### src/rtl/dbnc_pkg.sv
package dbnc_pkg;
  typedef enum logic {
    MISS_CLEAR = 1'b0,
    MISS_DECR  = 1'b1
  } miss_mode_e;
endpackage

### src/rtl/dbnc_counter.sv
module dbnc_counter
  import dbnc_pkg::*;
#(
  parameter int CNT_W = 8
) (
  input  logic             clk,
  input  logic             rst_n,
  input  logic             tick,
  input  logic             hit,
  input  miss_mode_e       mode,
  input  logic             clr,
  input  logic [CNT_W-1:0] limit,
  output logic [CNT_W-1:0] cnt_q,
  output logic [CNT_W-1:0] cnt_nxt
);
  localparam logic [CNT_W-1:0] ZERO = '0;

  function automatic logic [CNT_W-1:0] step_up(input logic [CNT_W-1:0] c,
                                                input logic [CNT_W-1:0] l);
    return (c >= l) ? l : c + 1'b1;
  endfunction

  function automatic logic [CNT_W-1:0] step_down(input logic [CNT_W-1:0] c);
    return (c == ZERO) ? ZERO : c - 1'b1;
  endfunction

  always_comb begin
    cnt_nxt = cnt_q;
    if (clr) begin
      cnt_nxt = ZERO;
    end else if (tick) begin
      if (hit)                    cnt_nxt = step_up(cnt_q, limit);
      else if (mode == MISS_DECR) cnt_nxt = step_down(cnt_q);
      else                        cnt_nxt = ZERO;
    end
  end

  always_ff @(posedge clk or negedge rst_n) begin
    if (!rst_n) cnt_q <= ZERO;
    else        cnt_q <= cnt_nxt;
  end

  AST_HOLD_NO_TICK: assert property (@(posedge clk) disable iff (!rst_n)
    (!tick && !clr) |=> $stable(cnt_q));
  AST_NO_WRAP: assert property (@(posedge clk) disable iff (!rst_n)
    (tick && hit && !clr) |=> (cnt_q <= $past(limit)));
  AST_CLEAR_MISS: assert property (@(posedge clk) disable iff (!rst_n)
    (tick && !hit && !clr && mode == MISS_CLEAR) |=> (cnt_q == ZERO));
  AST_DECR_MISS: assert property (@(posedge clk) disable iff (!rst_n)
    (tick && !hit && !clr && mode == MISS_DECR && cnt_q != ZERO)
      |=> (cnt_q == $past(cnt_q) - 1'b1));
  AST_SEQ_CLEAR_CNT: assert property (@(posedge clk) disable iff (!rst_n)
    clr |=> (cnt_q == ZERO));
endmodule

### src/rtl/dbnc_flag.sv
module dbnc_flag
  import dbnc_pkg::*;
#(
  parameter int CNT_W = 8
) (
  input  logic             clk,
  input  logic             rst_n,
  input  logic             tick,
  input  logic             hit,
  input  miss_mode_e       mode,
  input  logic             clr,
  input  logic [CNT_W-1:0] limit,
  input  logic [CNT_W-1:0] cnt_q,
  input  logic [CNT_W-1:0] cnt_nxt,
  output logic             flag_q
);
  logic set_evt;
  logic drop_evt;
  logic flag_d;

  assign set_evt  = tick && hit && (cnt_nxt == limit);
  assign drop_evt = clr || (tick && !hit &&
                    ((mode == MISS_CLEAR) || (cnt_nxt == '0)));

  always_comb begin
    flag_d = flag_q;
    if (drop_evt)     flag_d = 1'b0;
    else if (set_evt) flag_d = 1'b1;
  end

  always_ff @(posedge clk or negedge rst_n) begin
    if (!rst_n) flag_q <= 1'b0;
    else        flag_q <= flag_d;
  end

  AST_FLAG_STABLE: assert property (@(posedge clk) disable iff (!rst_n)
    (!tick && !clr) |=> $stable(flag_q));
  AST_FLAG_AT_LIMIT: assert property (@(posedge clk) disable iff (!rst_n)
    (tick && hit && !clr && (cnt_q >= limit || cnt_q + 1'b1 == limit)) |=> flag_q);
  AST_FLAG_CLEAR_MODE: assert property (@(posedge clk) disable iff (!rst_n)
    (tick && !hit && !clr && mode == MISS_CLEAR) |=> !flag_q);
  AST_FLAG_DECR_HOLD: assert property (@(posedge clk) disable iff (!rst_n)
    (tick && !hit && !clr && mode == MISS_DECR && cnt_q > 1 && flag_q) |=> flag_q);
  AST_FLAG_SEQ_CLEAR: assert property (@(posedge clk) disable iff (!rst_n)
    clr |=> !flag_q);
endmodule

### src/rtl/event_debounce.sv
module event_debounce
  import dbnc_pkg::*;
#(
  parameter int CNT_W = 8
) (
  input  logic             clk,
  input  logic             rst_n,
  input  logic             sample_tick,
  input  logic             raw_event,
  input  logic [CNT_W-1:0] debounce_limit,
  input  logic             decrement_mode,
  input  logic             seq_clear,
  output logic             event_flag
);
  miss_mode_e       mode;
  logic [CNT_W-1:0] cnt_q;
  logic [CNT_W-1:0] cnt_nxt;

  assign mode = decrement_mode ? MISS_DECR : MISS_CLEAR;

  dbnc_counter #(.CNT_W(CNT_W)) u_counter (
    .clk     (clk),
    .rst_n   (rst_n),
    .tick    (sample_tick),
    .hit     (raw_event),
    .mode    (mode),
    .clr     (seq_clear),
    .limit   (debounce_limit),
    .cnt_q   (cnt_q),
    .cnt_nxt (cnt_nxt)
  );

  dbnc_flag #(.CNT_W(CNT_W)) u_flag (
    .clk     (clk),
    .rst_n   (rst_n),
    .tick    (sample_tick),
    .hit     (raw_event),
    .mode    (mode),
    .clr     (seq_clear),
    .limit   (debounce_limit),
    .cnt_q   (cnt_q),
    .cnt_nxt (cnt_nxt),
    .flag_q  (event_flag)
  );

  AST_LIMIT0_FOLLOW: assert property (@(posedge clk) disable iff (!rst_n)
    (sample_tick && !seq_clear && debounce_limit == '0)
      |=> (event_flag == $past(raw_event)));
endmodule

### config.mk
export PLATFORM = sky130hd
export DESIGN_NAME = event_debounce
export DESIGN_NICKNAME = d
export VERILOG_FILES = /design/src/rtl/dbnc_pkg.sv /design/src/rtl/dbnc_counter.sv /design/src/rtl/dbnc_flag.sv /design/src/rtl/event_debounce.sv
export SDC_FILE = /design/constraint.sdc
export NUM_CORES = 1
export LEC_CHECK = 0
export BUFFER_PORTS_ARGS = -buffer_cell sky130_fd_sc_hd__buf_2
export CORE_MARGIN = 2
export CORE_UTILIZATION = 45
export CTS_CLUSTER_DIAMETER = 120
export DETAILED_ROUTE_END_ITERATION = 8
export PLACE_DENSITY = 0.68
export SLEW_MARGIN = 5
export SYNTH_ARGS = -nofsm -noshare
export SYNTH_HDL_FRONTEND = slang
export SYNTH_SLANG_ARGS = --single-unit
### constraint.sdc
create_clock -name clk -period 3.5 [get_ports clk]
set_clock_uncertainty 0.2 [all_clocks]
set_input_delay 0.7 -clock clk [delete_from_list [all_inputs] [get_ports clk]]
set_output_delay 0.7 -clock clk [all_outputs]
set_load 0.1 [all_outputs]
==> results of run 1 <==
## area by class of cell
class | instances | area, um^2
Timing Repair Buffer | 17 | 105
Clock buffer | 3 | 22.5
Inverter | 15 | 56.3
Clock inverter | 1 | 5.00
Multi-Input combinational cell | 138 | 947
Sequential cell | 9 | 225
Fill cell | 257 | 1330
Tap cell | 31 | 38.8
## metrics by stage
stage	power, mW	setup slack, ns
after floorplan	0.284	0.362
after global placement	0.338	0.325
after detailed placement	0.341	0.262
after CTS	0.421	0.330
after global routing	0.455	0.0589
final	0.425	0.311
## worst max-delay path: cells and delay by family (launching register included)
family | cells | cell delay, ns
compound gates | 6 | 1.32
fa+ha+maj | 1 | 0.23
buf+inv | 1 | 0.15
flops | 1 | 0.40
simple gates | 2 | 0.79
## path summary, 6_finish.rpt
kind                       depth (start not counted)  slack [ns]                from            endpoint
min in group clk                                   2        0.47       u_flag.flag_q       u_flag.flag_q
setup reg to reg                                  10        0.31  u_counter.cnt_q[0]       u_flag.flag_q
hold / removal                                     1        0.08               rst_n  u_counter.cnt_q[2]
hold reg to reg                                    2        0.47       u_flag.flag_q       u_flag.flag_q
setup / recovery                                  10        0.31  u_counter.cnt_q[0]       u_flag.flag_q
max in group asynchronous                          1        2.85               rst_n  u_counter.cnt_q[1]
## layout by cell type, fill, tap and decap left out, types with 4 or more instances in the layout
cell type   n
a21oi_1    17
inv_1      15
buf_2      14
nor2_1     12
nand2_1    11
ha_1       11
o21ai_0    10
nor3_1      9
dfrtp_1     9
nand3_1     5
nor4_1      5
o211ai_1    4
and3_1      4
## logic make-up after synthesis
family / Yosys count / synth area share
simple gates: 61 / 0.259
compound gates: 58 / 0.312
buf+inv: 25 / 0.0921
fa+ha+maj: 11 / 0.107
flops: 9 / 0.174
xor+xnor: 6 / 0.0407
mux: 2 / 0.0155
## flip-flops by register name, indices dropped and copies added, names as in the netlist
signal	count
u_flag.flag_q	1
u_counter.cnt_q	8
## routing by layer
metal  wire, um  part of all wire  GRT usage  vias up
li1           -                 -          -      685
met1       1560              0.40      0.341      669
met2       1820              0.47      0.385      111
met3        454              0.12     0.0363       11
met4         70             0.018     0.0930        0
met5          0                 0          0        -
## power by group through the flow
stage          Clock [mW]  Combinational, mW  Sequential (mW)
2_1_floorplan           0              0.157            0.126
3_3_place_gp            0              0.203            0.136
3_5_place_dp            0              0.206            0.135
4_1_cts            0.0817              0.207            0.133
5_1_grt            0.0866              0.233            0.135
6_report           0.0778              0.213            0.134
==> metrics.md, run 1 <==
| Metric | Value |
|---|---|
| DRT iter0 DRCs | `around 120` |
| Initial Util | `0.472` |
| FP Rows | `19` |
| CTS tree | `yes` |
| Final standard cell utilization of the core | `0.512` |
| Relative slew slack | `0.475` |
| Pwr dens | `about 300 mW/mm^2` |
| Post-synth top area cell | `dfrtp_1` |
| Crit path largest cell delay | `between 0.5 and 0.6 ns` |
| Fin cells | `approximately 210` |
| Unique masters post-synth | `50` |
| Routed WL | `just under 4000 um` |
| IO Pins | `15` |
| RSZ-0062 raised after global routing | `false` |
| GP Congestion | `just under 1` |
| #FFs+latches synth | `9` |
| Yosys warnings | `0` |
| Crit path time final | `between 3 and 4 ns` |
| Clock power frac | `0.183` |
| Die Span Y | `between 50 and 60 um` |
| Share of the synthesized area in the top cell type | `0.174` |
| DRT Pass-1 Iters | `6` |
| Post-synth EDFFs | `0` |
| Post-layout net count | `209` |
| Tcrit/Tclk final | `0.911` |
| Gr ovfl total | `0` |
| Vias | `1,476` |
| Slowest CP cell | `or4b_4` |
| Crit path cell chain | `inv_1 -> ha_1 -> or4b_4 -> o21ai_2 -> o31ai_1 -> o21ai_0 -> a31oi_1 -> a2111oi_2 -> a41oi_1 -> nor4_1` |
| VDD IR max | `about 0.3 mV` |
| Tot GR Track Use | `0.246` |
| Post-synthesis sequential area ratio | `0.174` |
| Largest net degree at the start of global routing | `20` |
| CP Data Arrival Time | `3.14 ns` |
| Synth Flop Type | `dfrtp_1` |
| Worst-skew pair later-pin latency | `about 0.26 ns` |
| Area of placed instances | `~0.0014 mm^2` |
| Pins Over Slew Limit | `0` |
| DPL Wire Length | `3010 um` |
| Top-count cell post-synth | `a21oi_1` |
| Syn_nets | `between 150 and 200` |
| Area of the mapped netlist | `about 0.0013 mm^2` |
| Leakage | `0.627 nW` |
| Ys async rst share | `1.00` |
| First-pass GRT wire length | `roughly 6400 um` |
| CTS Buf Count | `3` |
| Post-CTS Hold Fix Bufs | `0` |
| Worst-margin pin slew | `~0.78 ns` |
| Max Fanout on Critical Path | `7` |
| Fmax | `~0.31 GHz` |
| Die width | `around 58 um` |
| Wire per inst | `between 15 and 20 um` |
| Setup TNS | `0 ns` |
| Switching Share | `0.441` |
| Fraction of layout cells with a size suffix above 1 | `0.158` |
| Residual DRC | `0` |
| Worst Path Class, Setup | `flip-flop to flip-flop` |
| Syn-to-layout area delta | `8.43%` |
| Antenna cells | `0` |
| Critical path required time | `3.45 ns` |
| Outcome | `completed` |
| CTS H-Tree Depth | `1` |
| # port buffers | `14` |
| Core ar. | `between 0.002 and 0.003 mm^2` |
| Number of global-route vias before repair | `1,357` |
| Post-DRT Antenna Nets | `0` |
| Most instantiated cells after synthesis | `a21oi_1 (17), inv_1 (15), nor2_1 (12)` |
| Cts repair resizes | `0` |
| Count of final hold-check violations | `0` |
| Post-CTS setup buffer count | `0` |
| P_int | `between 0.2 and 0.25 mW` |
| TritonCTS sink count | `9` |
| Crit end category | `flip-flop` |
| Net switching power | `around 0.19 mW` |
| Max-Cap Viols | `0` |
| Vias per Instance | `just under 7` |
| Hold Crit Class | `primary input to async pin` |
| Post-synthesis cell count | `roughly 170` |
| Avg Cell Area, Syn | `~7.5 um^2` |
| CTS clk-pin slew, worst paths | `~0.06 ns` |
| Design Area, Final | `0.00140 mm^2` |
| Root buf cell | `clkbuf_4` |
| Startpoint types | `flip-flop` |
| # placed instances | `210` |
| Final setup fails | `0` |
| Seq pwr share | `0.316` |
| Die ar. | `0.00331 mm^2` |
| Top post-synthesis cells by area | `dfrtp_1 (17%), ha_1 (11%), a21oi_1 (6.6%)` |
| Hold slack | `roughly 0.075 ns` |
| CTS max path bufs | `2` |
| Initial antenna violation count | `0` |
| Comb power frac | `0.501` |
Power figures use the tool's default switching activity.
==> inputs of run 2 (changes only) <==
--- a/config.mk
+++ b/config.mk
@@ -5,12 +5,13 @@
 export SDC_FILE = /design/constraint.sdc
 export NUM_CORES = 1
 export LEC_CHECK = 0
+export ABC_AREA = 1
 export BUFFER_PORTS_ARGS = -buffer_cell sky130_fd_sc_hd__buf_2
 export CORE_MARGIN = 2
 export CORE_UTILIZATION = 45
 export CTS_CLUSTER_DIAMETER = 120
 export DETAILED_ROUTE_END_ITERATION = 8
-export PLACE_DENSITY = 0.68
+export PLACE_DENSITY = 0.71
 export SLEW_MARGIN = 5
 export SYNTH_ARGS = -nofsm -noshare
 export SYNTH_HDL_FRONTEND = slang
==> constraint.sdc (replaced) <==
create_clock -name clk -period 2.7 [get_ports clk]
set_clock_uncertainty 0.2 [all_clocks]
set_input_delay 0.54 -clock clk [delete_from_list [all_inputs] [get_ports clk]]
set_output_delay 0.54 -clock clk [all_outputs]
set_load 0.1 [all_outputs]
==> run 2 against run 1 <==
  * Sequential cell count did not move
  * Synthesized cell count increased by 27%
  * Final cell count increased by 27%
  * Global-route usage fell by 4.2 points
  * Synthesized area rose by 1.2%
  * Critical endpoint unchanged
==> metrics.md, run 2 <==
| Metric | Value |
|---|---|
| Post-CTS setup buffer count | `0` |
| DRT Pass-1 Iters | `4` |
| TritonCTS sink count | `9` |
| Pins Over Slew Limit | `0` |
| VDD IR max | `0.297 mV` |
| Most common cell after layout, fill and taps aside | `nand2_1` |
| Vias per Instance | `5.00` |
| Initial Util | `0.474` |
| Die width | `57.9 um` |
| Die Span Y | `57.9 um` |
| CTS max path bufs | `2` |
| M1 WL | `about 1600 um` |
| CTS Buf Count | `3` |
| Number of global-route vias before repair | `1,212` |
| Post-synthesis cell count | `219` |
| Crit path time final | `around 2.5 ns` |
| Yosys warnings | `0` |
| Critical path required time | `between 2 and 3 ns` |
| Crit path cell chain | `ha_1 -> nand2_1 -> nor2_1 -> nor2_1 -> nand2_1 -> nand2_2 -> nand2_2 -> nand2_1 -> nand3_1 -> nand2_2 -> nand2_1 -> nor2_1 -> nand2_1 -> nand2_1 -> nand2_1 -> nand2_1 -> a21oi_2` |
| Area of placed instances | `0.00143 mm^2` |
| Top-count cell post-synth | `nand2_1` |
| Antenna cells | `0` |
| CTS tree | `yes` |
| Largest net degree at the start of global routing | `11` |
| Pre-CTS setup slack | `-0.00226 ns` |
| Slack of the critical path | `between 0.2 and 0.25 ns` |
| Worst-skew pair later-pin latency | `roughly 0.25 ns` |
| Avg Cell Area, Syn | `slightly below 6 um^2` |
| Max reg flops | `8` |
| Design Area, Final | `between 0.001 and 0.0015 mm^2` |
| Tot GR Track Use | `0.204` |
| Count of final hold-check violations | `0` |
| Routed WL | `about 3200 um` |
| Commonest non-fill, non-tap cells in the layout | `nand2_1 (66), inv_1 (35), nand3_1 (29), nor2_1 (18), buf_2 (14)` |
| Slowest CP cell | `dfrtp_2` |
| DPL Wire Length | `around 2600 um` |
| Residual DRC | `0` |
| Pwr dens | `349 mW/mm^2` |
| Final standard cell utilization of the core | `0.533` |
| Syn-to-layout area delta | `12.5%` |
| Most instantiated cells after synthesis | `nand2_1 (68), inv_1 (36), nand3_1 (29)` |
| Post-synthesis sequential area ratio | `0.172` |
| Worst-margin pin slew | `between 0.4 and 0.5 ns` |
| Post-synth EDFFs | `0` |
| GP Congestion | `~0.90` |
| Fin cells | `between 200 and 300` |
| Ys async rst share | `1.00` |
| Total power draw | `between 0.5 and 0.6 mW` |
| Max-Cap Viols | `0` |
| Root buf cell | `clkbuf_4` |
| Worst Path Class, Setup | `flip-flop to flip-flop` |
| Final setup fails | `0` |
| # port buffers | `14` |
| Synth Flop Type | `dfrtp_1` |
| Fmax | `0.402 GHz` |
| Die ar. | `0.00335 mm^2` |
| Fraction of layout cells with a size suffix above 1 | `0.188` |
| RSZ-0062 raised after global routing | `false` |
| Highest routed layer | `met4` |
| Max Fanout on Critical Path | `9` |
| Core ar. | `0.00276 mm^2` |
| FP Rows | `19` |
| Syn_nets | `roughly 240` |
| Top post-synthesis cells by area | `nand2_1 (20%), dfrtp_1 (17%), nand3_1 (11%)` |
| Leakage | `0.873 nW` |
| #FFs+latches synth | `9` |
| Post-DRT Antenna Nets | `0` |
| Largest regs | `u_counter.cnt_q: 8 flops, u_flag.flag_q: 1 flops` |
| Initial antenna violation count | `0` |
| Area of the mapped netlist | `about 0.0013 mm^2` |
| # placed instances | `roughly 270` |
| Vias | `around 1,400` |
| Unique masters post-synth | `23` |
| CP Data Arrival Time | `2.43 ns` |
| Crit path largest cell delay | `0.44 ns` |
| Tcrit/Tclk final | `0.922` |
| Outcome | `completed` |
| DRT iter0 DRCs | `between 60 and 70` |
| First-pass GRT wire length | `approximately 5300 um` |
| Relative slew slack | `0.681` |
| CTS H-Tree Depth | `1` |
| Met2 WL post-DR | `between 1000 and 1500 um` |
| IO Pins | `15` |
| Startpoint types | `flip-flop` |
| Wire per inst | `between 10 and 15 um` |
| Routed length on met3 | `73 um` |
| Post-synth top area cell | `nand2_1` |
| Share of the synthesized area in the top cell type | `0.195` |
| Biggest register | `u_counter.cnt_q` |
| CTS clk-pin slew, worst paths | `roughly 0.060 ns` |
| Hold Crit Class | `flip-flop to flip-flop` |
| Crit end category | `flip-flop` |
| Post-layout net count | `approximately 270` |
| Most numerous cell on the critical path | `nand2_1` |
| Gr ovfl total | `0` |
-- run 2: changes by cell type after synthesis, moves of 5 or more --
cell	delta
nor3_1	-8
nand2_1	+57
nand3_1	+24
nor2_1	+6
inv_1	+21
clkbuf_1	-7
nor4_1	-5
a21oi_1	-12
a21oi_2	+6
-- run 2: cell type report --
| class | instances | area (um^2) |
|---|---|---|
| inverters | 40 | 150 |
| well taps | 31 | 38.8 |
| multi-input cells | 169 | 925 |
| clock buffers | 4 | 26.3 |
| flip-flops and latches | 9 | 228 |
| fillers | 301 | 1290 |
| repair buffers | 18 | 103 |
-- run 2: report_power, final --
group / internal (mW) / total (mW) / switching, mW
logic: 0.0925 / 0.253 / 0.161
clock network: 0.0567 / 0.0991 / 0.0425
registers: 0.146 / 0.160 / 0.0148
-- run 2: routing by layer --
layer,global-route usage,up-vias
li1,-,729
met1,0.305,602
met2,0.325,21
met3,0.00670,2
met4,0.0498,0
met5,0,-
-- run 2: final timing paths --
kind / startpoint / to / slack [ns] / depth (start not counted)
worst max-delay path: u_counter.cnt_q[3] / u_flag.flag_q / 0.21 / 17
worst min-delay path: u_flag.flag_q / u_flag.flag_q / 0.33 / 2
worst max register to register: u_counter.cnt_q[3] / u_flag.flag_q / 0.21 / 17
worst min register to register: u_flag.flag_q / u_flag.flag_q / 0.33 / 2
max in group asynchronous: rst_n / u_counter.cnt_q[3] / 1.65 / 2
min in group asynchronous: rst_n / u_counter.cnt_q[5] / 0.46 / 2
-- run 2: stage by stage --
stage | hold slack [ns] | TNS [ns]
after global routing | 0.352 | 0
after CTS | 0.335 | 0
after floorplan | 0.0444 | 0
after detailed placement | 0.201 | -0.00226
after global placement | 0.200 | 0
final | 0.330 | 0
-- run 2: what timing repair did --
item | 4_1_cts | 5_1_grt
gates resized for setup | 0 | 5
setup endpoints to repair | 0 | 1
hold buffers | 1 | 0
endpoints found under the hold margin | 9 | 0
-- run 2: logic make-up (layout without fill, tap and decap cells) --
logic type | Yosys count | count (layout) | synth area share
simple gates | 128 | 128 | 0.440
buf+inv | 41 | 62 | 0.124
compound gates | 25 | 25 | 0.125
fa+ha+maj | 11 | 11 | 0.105
flops | 9 | 9 | 0.172
xor+xnor | 5 | 5 | 0.0335
-- run 2: worst max-delay path: cells and delay by family (launching register included) --
family	cells	cell delay, ns
AO/OA/AOI/OAI	1	0.04
adder cells (fa/ha/maj)	1	0.30
flip-flops	1	0.44
AND/OR/NAND/NOR	15	1.39
==> inputs of run 3 (changes only) <==
==> constraint.sdc (replaced) <==
create_clock -name clk -period 2.7 [get_ports clk]
set_clock_uncertainty 0.2 [all_clocks]
set_input_delay 0.27 -clock clk [delete_from_list [all_inputs] [get_ports clk]]
set_output_delay 0.27 -clock clk [all_outputs]
set_load 0.1 [all_outputs]
==> run 3 against run 2 <==
  * Clock power up 6%
  * Worst hold slack worse by 0.16 ns
  * Final cell count down 0.74%
  * Global-route usage up 0.084 points
  * Sequential cell count unchanged
  * Utilization down 0.82 points
  * Via count about the same
  * Total power down 0.23%
  * Sequential power about the same
  * Combinational power down 4%
  * Highest routed layer unchanged
==> metrics.md, run 3 (same netlist as run 2, synthesis figures left out) <==
| Metric | Value |
|---|---|
| Final standard cell utilization of the core | `0.525` |
| Tot GR Track Use | `0.205` |
| CP Depth | `17` |
| Area of placed instances | `0.00141 mm^2` |
| DPL Wire Length | `between 2000 and 3000 um` |
| Routed length on met3 | `between 100 and 150 um` |
| DRT Pass-1 Iters | `5` |
| Wire per inst | `roughly 12 um` |
| Reg2Reg Launch Point | `u_counter.cnt_q[2]` |
| Worst-skew pair later-pin latency | `about 0.26 ns` |
| Met2 WL post-DR | `1380 um` |
| Critical Path End | `u_flag.flag_q` |
| First-pass GRT wire length | `between 5000 and 6000 um` |
| Crit path cell chain | `ha_1 -> nand2_1 -> nor2_1 -> nor2_1 -> nand2_1 -> nand2_2 -> nand2_2 -> nand2_1 -> nand3_1 -> nand2_1 -> nand2_1 -> nor2_1 -> nand2_1 -> nand2_1 -> nand2_1 -> nand2_1 -> a21oi_2` |
| Most numerous cell on the critical path | `nand2_1` |
| Most common cell after layout, fill and taps aside | `nand2_1` |
| Leakage | `between 0.8 and 0.9 nW` |
| CTS Buf Count | `3` |
| Gr ovfl total | `0` |
| Initial antenna violation count | `0` |
| Pre-CTS setup slack | `~0.26 ns` |
| Pins Over Slew Limit | `0` |
| Count of final hold-check violations | `0` |
| Syn-to-layout area delta | `10.8%` |
| Critical path required time | `roughly 2.7 ns` |
| Antenna cells | `0` |
| IO Pins | `15` |
| Core ar. | `around 0.0028 mm^2` |
| Post-DRT Antenna Nets | `0` |
| Residual DRC | `0` |
| Slack of the critical path | `about 0.26 ns` |
| Fraction of layout cells with a size suffix above 1 | `0.164` |
| # port buffers | `14` |
| Post-CTS setup buffer count | `0` |
| Largest regs | `u_counter.cnt_q: 8 flops, u_flag.flag_q: 1 flops` |
| Worst reg2reg endpoint | `u_flag.flag_q` |
| CP Data Arrival Time | `approximately 2.4 ns` |
| CTS H-Tree Depth | `1` |
| TritonCTS sink count | `9` |
| CTS tree | `yes` |
| Crit path time final | `2.44 ns` |
| GP Congestion | `between 0.9 and 1` |
| DRT iter0 DRCs | `64` |
| R2R Setup Slk | `0.26 ns` |
| Biggest register | `u_counter.cnt_q` |
| Die width | `between 50 and 60 um` |
| Buf/Inv on CP | `0` |
| Tcrit/Tclk final | `0.902` |
| Largest net degree at the start of global routing | `11` |
| Crit path largest cell delay | `roughly 0.48 ns` |
| Filler Cell Count | `299` |
| M1 WL | `approximately 1700 um` |
| Hold slack | `approximately 0.17 ns` |
| Routed WL | `~3200 um` |
| Critical Path Source | `u_counter.cnt_q[2]` |
| Max Fanout on Critical Path | `9` |
| Post-layout net count | `roughly 260` |
| Die ar. | `approximately 0.0033 mm^2` |
| Delay-heaviest family, CP | `simple AND/OR/NAND/NOR gates` |
| Worst-margin pin slew | `between 0.4 and 0.5 ns` |
| Vias per Instance | `5.03` |
| Initial Util | `0.474` |
| Design Area, Final | `between 0.001 and 0.0015 mm^2` |
| Commonest non-fill, non-tap cells in the layout | `nand2_1 (68), inv_1 (35), nand3_1 (29), nor2_1 (18), buf_2 (14)` |
| Max reg flops | `8` |
| CTS max path bufs | `2` |
| Relative slew slack | `0.680` |
| Startpoint types | `flip-flop` |
| Final setup fails | `0` |
| Vias | `between 1,000 and 1,500` |
| VDD IR max | `between 0.3 and 0.4 mV` |
| Root buf cell | `clkbuf_4` |
| Worst reg2reg path depth | `17` |
| Worst Path Class, Setup | `flip-flop to flip-flop` |
| Setup TNS | `0 ns` |
| Die Span Y | `around 58 um` |
| Outcome | `completed` |
| Crit end category | `flip-flop` |
| Pwr dens | `353 mW/mm^2` |
| CTS clk-pin slew, worst paths | `~0.06 ns` |
| Highest routed layer | `met4` |
| Fmax | `0.410 GHz` |
| Max-Cap Viols | `0` |
| Number of global-route vias before repair | `approximately 1,100` |
| Slowest CP cell | `dfrtp_1` |
| Hold Crit Class | `primary input to flip-flop` |
| FP Rows | `19` |
| RSZ-0062 raised after global routing | `false` |
[run 3: per-stage QoR]
stage          instances  power, mW
6_report             269      0.511
5_1_grt              269      0.557
4_1_cts              269      0.513
3_5_place_dp         264      0.404
3_3_place_gp         264      0.403
2_1_floorplan        219      0.343
[run 3: worst min-delay path: stages]
cell and delay, ns:
buf_2 0.12, nand2_1 0.06, nand2_1 0.04, nand2_1 0.07
a21oi_2 0.03
[run 3: final cells by class]
type	instances	area (um^2)	share of cell area
multi-input cells	169	920	0.635
flip-flops and latches	9	225	0.156
inverters	40	150	0.104
repair buffers	16	87.6	0.0605
well taps	31	38.8	0.0268
clock buffers	4	26.3	0.0182
[run 3: per-layer routing]
| layer | GRT usage | up-vias |
|---|---|---|
| li1 | - | 732 |
| met1 | 0.314 | 591 |
| met5 | 0 | - |
| met4 | 0.0598 | 0 |
| met3 | 0.00670 | 4 |
| met2 | 0.312 | 26 |
[run 3: timing repair]
action / in CTS / in global routing
hold buffers: 1 / 0
setup endpoints to repair: 0 / 1
endpoints found under the hold margin: 9 / 0
resized for setup: 0 / 1
[run 3: worst min-delay path by stage]
| stage | start | to | slack (ns) | cells after the start |
|---|---|---|---|---|
| floorplan | rst_n | u_counter.cnt_q[0] | -0.23 | 0 |
| global placement | rst_n | u_counter.cnt_q[5] | -0.07 | 1 |
| detailed placement | rst_n | u_counter.cnt_q[4] | -0.07 | 1 |
| CTS | decrement_mode | u_flag.flag_q | 0.15 | 5 |
| global route | decrement_mode | u_flag.flag_q | 0.16 | 5 |
| finish | decrement_mode | u_flag.flag_q | 0.17 | 5 |
[run 3: power breakdown]
part	leakage (nW)	internal (mW)	switching (mW)
clock network	0.0150	0.0571	0.0484
registers	0.119	0.145	0.0166
logic	0.732	0.0882	0.156
